<file path="config.mk">
export PLATFORM = sky130hd
export DESIGN_NAME = stat_code_enc
export DESIGN_NICKNAME = d
export VERILOG_FILES = /design/src/rtl/stat_enc_pkg.sv /design/src/rtl/stat_event_pick.sv /design/src/rtl/stat_marker_hold.sv /design/src/rtl/stat_code_enc.sv
export SDC_FILE = /design/constraint.sdc
export NUM_CORES = 1
export LEC_CHECK = 0
export BUFFER_PORTS_ARGS = -buffer_cell sky130_fd_sc_hd__buf_4
export CORE_AREA = 2 2 39 41
export DETAILED_ROUTE_END_ITERATION = 10
export DIE_AREA = 0 0 41 43
export HOLD_SLACK_MARGIN = 0.08
export PLACE_DENSITY = 0.57
export REMOVE_ABC_BUFFERS = 1
export SYNTH_ARGS = -nofsm -noshare
export SYNTH_HDL_FRONTEND = slang
export SYNTH_SLANG_ARGS = --single-unit
export TNS_END_PERCENT = 5
</file>
<file path="constraint.sdc">
create_clock -name clk -period 3.5 [get_ports clk]
set_input_delay 0.7 -clock clk [delete_from_list [all_inputs] [get_ports clk]]
set_output_delay 0.7 -clock clk [all_outputs]
set_load 0.005 [all_outputs]
</file>
<file path="src/rtl/stat_enc_pkg.sv">
package stat_enc_pkg;
  localparam int CODE_W   = 4;
  localparam int MK_LEN_W = 2;

  typedef enum logic [CODE_W-1:0] {
    ST_CONT   = 4'h0,
    ST_START  = 4'h1,
    ST_USER   = 4'h3,
    ST_TRIG   = 4'h4,
    ST_BRANCH = 4'h5,
    ST_RTE    = 4'h7,
    ST_MARK   = 4'h8,
    ST_EXC    = 4'hC,
    ST_EMU    = 4'hD
  } st_code_e;

  // marker code = base 0x8 plus length field
  function automatic logic [CODE_W-1:0] marker_code(input logic [MK_LEN_W-1:0] len);
    return ST_MARK | CODE_W'(len);
  endfunction

  function automatic logic is_reserved(input logic [CODE_W-1:0] c);
    return (c == 4'h2) || (c == 4'h6);
  endfunction
endpackage

</file>
<file path="src/rtl/stat_event_pick.sv">
module stat_event_pick
  import stat_enc_pkg::*;
(
  input  logic              ev_start,
  input  logic              ev_branch,
  input  logic              ev_rte,
  input  logic              ev_user,
  input  logic              ev_trig,
  output logic              pick_valid,
  output logic [CODE_W-1:0] pick_code
);
  // fixed priority among instruction events
  always_comb begin
    pick_valid = 1'b1;
    if (ev_user)        pick_code = ST_USER;
    else if (ev_rte)    pick_code = ST_RTE;
    else if (ev_branch) pick_code = ST_BRANCH;
    else if (ev_trig)   pick_code = ST_TRIG;
    else if (ev_start)  pick_code = ST_START;
    else begin
      pick_valid = 1'b0;
      pick_code  = ST_CONT;
    end
  end
endmodule

</file>
<file path="src/rtl/stat_marker_hold.sv">
module stat_marker_hold
  import stat_enc_pkg::*;
(
  input  logic                clk,
  input  logic                rst_n,
  input  logic                mk_req,
  input  logic [MK_LEN_W-1:0] mk_len,
  input  logic                take,
  output logic                avail,
  output logic [MK_LEN_W-1:0] avail_len,
  output logic                pend_q
);
  logic [MK_LEN_W-1:0] len_q;

  assign avail     = mk_req | pend_q;
  assign avail_len = mk_req ? mk_len : len_q;

  always_ff @(posedge clk) begin
    if (!rst_n) begin
      pend_q <= 1'b0;
      len_q  <= '0;
    end else if (take) begin
      pend_q <= 1'b0;
    end else if (mk_req) begin
      pend_q <= 1'b1;
      len_q  <= mk_len;
    end
  end

  // a shown marker is consumed
  a_r10_consumed: assert property (@(posedge clk) disable iff (!rst_n)
    take |=> !pend_q);
  // a waiting marker keeps its length until shown or replaced
  a_r11_keeps: assert property (@(posedge clk) disable iff (!rst_n)
    (pend_q && !take && !mk_req) |=> (pend_q && $stable(len_q)));
endmodule

</file>
<file path="src/rtl/stat_code_enc.sv">
module stat_code_enc
  import stat_enc_pkg::*;
(
  input  logic                clk,
  input  logic                rst_n,
  input  logic                ev_start,
  input  logic                ev_branch,
  input  logic                ev_rte,
  input  logic                ev_user,
  input  logic                ev_trig,
  input  logic                exc_busy,
  input  logic                emu_busy,
  input  logic                mk_req,
  input  logic [MK_LEN_W-1:0] mk_len,
  output logic [CODE_W-1:0]   status_code
);
  logic                pick_valid;
  logic [CODE_W-1:0]   pick_code;
  logic                mk_avail;
  logic [MK_LEN_W-1:0] mk_avail_len;
  logic                mk_pend;
  logic                held;
  logic                mk_take;
  logic [CODE_W-1:0]   code_d;

  stat_event_pick u_pick (
    .ev_start   (ev_start),
    .ev_branch  (ev_branch),
    .ev_rte     (ev_rte),
    .ev_user    (ev_user),
    .ev_trig    (ev_trig),
    .pick_valid (pick_valid),
    .pick_code  (pick_code)
  );

  stat_marker_hold u_mark (
    .clk       (clk),
    .rst_n     (rst_n),
    .mk_req    (mk_req),
    .mk_len    (mk_len),
    .take      (mk_take),
    .avail     (mk_avail),
    .avail_len (mk_avail_len),
    .pend_q    (mk_pend)
  );

  assign held    = emu_busy | exc_busy;
  assign mk_take = !held && !pick_valid && mk_avail;

  always_comb begin
    if (emu_busy)        code_d = ST_EMU;
    else if (exc_busy)   code_d = ST_EXC;
    else if (pick_valid) code_d = pick_code;
    else if (mk_avail)   code_d = marker_code(mk_avail_len);
    else                 code_d = ST_CONT;
  end

  always_ff @(posedge clk) begin
    if (!rst_n) status_code <= ST_CONT;
    else        status_code <= code_d;
  end

  // reserved codes never appear
  a_r12_no_reserved: assert property (@(posedge clk) disable iff (!rst_n)
    !is_reserved(status_code));
  // emulation code while emulation entry is signalled
  a_r8_emu_hold: assert property (@(posedge clk) disable iff (!rst_n)
    emu_busy |=> status_code == 4'hD);
  // exception code while exception processing is signalled
  a_r7_exc_hold: assert property (@(posedge clk) disable iff (!rst_n)
    (exc_busy && !emu_busy) |=> status_code == 4'hC);
  // a taken marker shows as a byte-count code
  a_r10_marker_shown: assert property (@(posedge clk) disable iff (!rst_n)
    mk_take |=> status_code[3:2] == 2'b10);
  // idle cycle gives continuation
  a_r2_idle_cont: assert property (@(posedge clk) disable iff (!rst_n)
    (!held && !pick_valid && !mk_req && !mk_pend) |=> status_code == 4'h0);
endmodule

</file>
==> run summary <==
vias per inst - 4.51
Die Area - 0.00176 mm²
clk slew on worst S/H paths - 0.05 ns
first-pass GRT wire length - 1110 µm
crit path time final - 1.67 ns
status - finished, final reports clean
met1 wire length - 307 µm
Sink Count - 7
# nets final - 65
final hold slack - 0.457 ns
CTS Hold Bufs - 0
cells on worst reg2reg path - 4
worst min path class - reg -> reg
Critical Path Sink Type - flop
die height - 43 µm
final worst path period share - 0.477
Cells after Synth - 34
layout cells sized above 1 - 0.442
RSZ-0062 raised after global routing - false
Synth Cell Area - 329 µm²
kind of cell adding the most delay to the critical path - simple AND/OR/NAND/NOR gates
f_max - 599 MHz
wire length on met3 - 66 µm
port bufs - 15
register area share after synthesis - 0.426
core box area - 0.00138 mm²
clk buf depth - 2
routability cong. - 0.680
power density cells - 389 mW/mm²
WP data arrival - 1.81 ns
flop2flop setup slack - 2.48 ns
Worst Path Required - 3.64 ns
area grow syn2layout - 47.1%
io pins - 16
via count - 307
wire length per cell - 9.78 µm
CP Cell Sequence - buf_4 -> or3_4 -> nor4_4 -> nand2_2 -> and3b_1
Critical Path Fanout Max - 4
setup TNS - 0 ns
worst rel slew slack - 0.800
Avg Cell Area, Syn - 9.68 µm²
DRT antenna net count - 0
number of DRC markers in iteration 0 - 8
CTS Root Cell - clkbuf_4
Final Slew Violations - 0
CTS tree - done
worst slew pin tran - 0.298 ns
FP Rows - 14
endpoints failing setup - 0
Post-CTS Setup Repair Bufs - 0
DR top layer - met3
fillers - 159
min-delay src - u_mark.len_q[1]$_SDFFE_PN0N_
post-synth top area cell - dfxtp_1
Yosys top cell area share - 0.426
skew final - 0.000520 ns
slowest CP cell - or3_4
Residual DRC - 0
Leak Pwr - 0.220 nW
Hold EP - u_mark.len_q[1]$_SDFFE_PN0N_
Fin. Hold Viols - 0
CTS buffer count - 3
slowest stage delay, CP - 0.39 ns
Yosys warnings - 0
Worst Setup Path Type - in -> reg
drt first pass iters - 4
number of global-route vias before repair - 282
Critical path buffers and inverters - 1
pin count of the biggest net entering global routing - 11
FF-to-FF End - u_mark.pend_q$_SDFFE_PP0P_
overall die width - 41 µm
initial antenna violation count - 0
Starting Density - 0.238
GRT Residual Overflow - 0
synth top area cells - dfxtp_1 43%, mux2_2 6.8%, nor4_4 6.5%
HPWL after DPL - 541 µm
Synth cell types - 20
met2 routed WL - 291 µm
Total Wirelength - 665 µm
n_diodes - 0
max cap viols - 0
GRT Total Usage - 0.0962
R2R Path Start - u_mark.pend_q$_SDFFE_PP0P_
htree depth - 1
post_cts resized - 0
hold path depth - 2
Clock Latency Late Sink - 0.24 ns
Critical Path Start Type - input pin
Max IR drop VDD - 0.101 mV
number of synthesized register bits - 7
CP Launch Point - ev_trig
cell families (layout without fill, tap and decap cells):
kind of cell,Yosys count,in the layout,share of synthesized area
buf+inv,2,20,0.0228
compound gates,6,6,0.122
flops,7,7,0.426
mux,4,4,0.129
simple gates,15,15,0.300
power breakdown:
part           internal [mW]  leakage (nW)  switching, mW
Combinational         0.0182         0.147         0.0126
Clock                 0.0434        0.0150         0.0278
Sequential            0.0849        0.0583        0.00143
synth_stat cells:
cell type,count
a21boi_0,1
a21boi_1,1
a31oi_1,1
and3b_1,1
clkbuf_1,1
dfxtp_1,7
inv_1,1
mux2_2,2
mux2i_1,2
nand2_1,5
nand2_2,1
nand2b_1,1
nand3_1,1
nor2_1,2
nor4_1,1
nor4_4,1
o21ai_0,2
o31a_1,1
or2b_1,1
or3_4,1
worst max path at each step:
stage / end / slack (ns) / depth (start not counted)
floorplan: u_mark.pend_q$_SDFFE_PP0P_ / 1.75 / 4
global placement: u_mark.pend_q$_SDFFE_PP0P_ / 1.58 / 5
detailed placement: u_mark.pend_q$_SDFFE_PP0P_ / 1.55 / 5
CTS: u_mark.pend_q$_SDFFE_PP0P_ / 1.82 / 5
global route: u_mark.pend_q$_SDFFE_PP0P_ / 1.77 / 5
finish: u_mark.pend_q$_SDFFE_PP0P_ / 1.83 / 5
through the flow:
stage	total power, mW	std cells	area, µm²	setup slack, ns	utilization
after global placement	0.119	64	458	1.58	0.331
after detailed placement	0.119	64	458	1.55	0.331
after CTS	0.192	68	484	1.82	0.350
after floorplan	0.0995	33	325	1.75	-
after global routing	0.202	68	484	1.77	0.350
final	0.188	68	484	1.83	0.350
registers in the layout, indices dropped and copies added, names as in the netlist:
| signal | cells |
|---|---|
| u_mark.pend_q | 1 |
| u_mark.len_q | 2 |
| status_code | 4 |
layout make-up:
class	count	area (µm²)	share of cell area
Inverter	1	3.75	0.00775
Timing Repair Buffer	15	113	0.233
Multi-Input combinational cell	25	181	0.375
Clock buffer	4	26.3	0.0543
Sequential cell	7	140	0.289
Tap cell	16	20.0	0.0413
metal layers:
metal  track usage  vias up
met2         0.125       17
li1              -      154
met1         0.121      136
met5             0        -
met3        0.0314        0
met4        0.0800        0
placed cells by master (no fill, tap or decap), drive strengths merged:
master and n:
or3 1, clkbuf 4, mux2 2, buf 15, nand3 1, a31oi 1, inv 1, o31a 1
and3b 1, or2b 1, nor2 2, nand2b 1, mux2i 2, dfxtp 7, o21ai 2, nor4 2
nand2 6, a21boi 2
worst min-delay path: cells and delay by family, from the launching register on:
kind	cells	cell delay, ns
flip-flops	1	0.30
AND/OR/NAND/NOR	1	0.05
multiplexers	1	0.05
No activity file was read; power rests on OpenSTA's default activity.
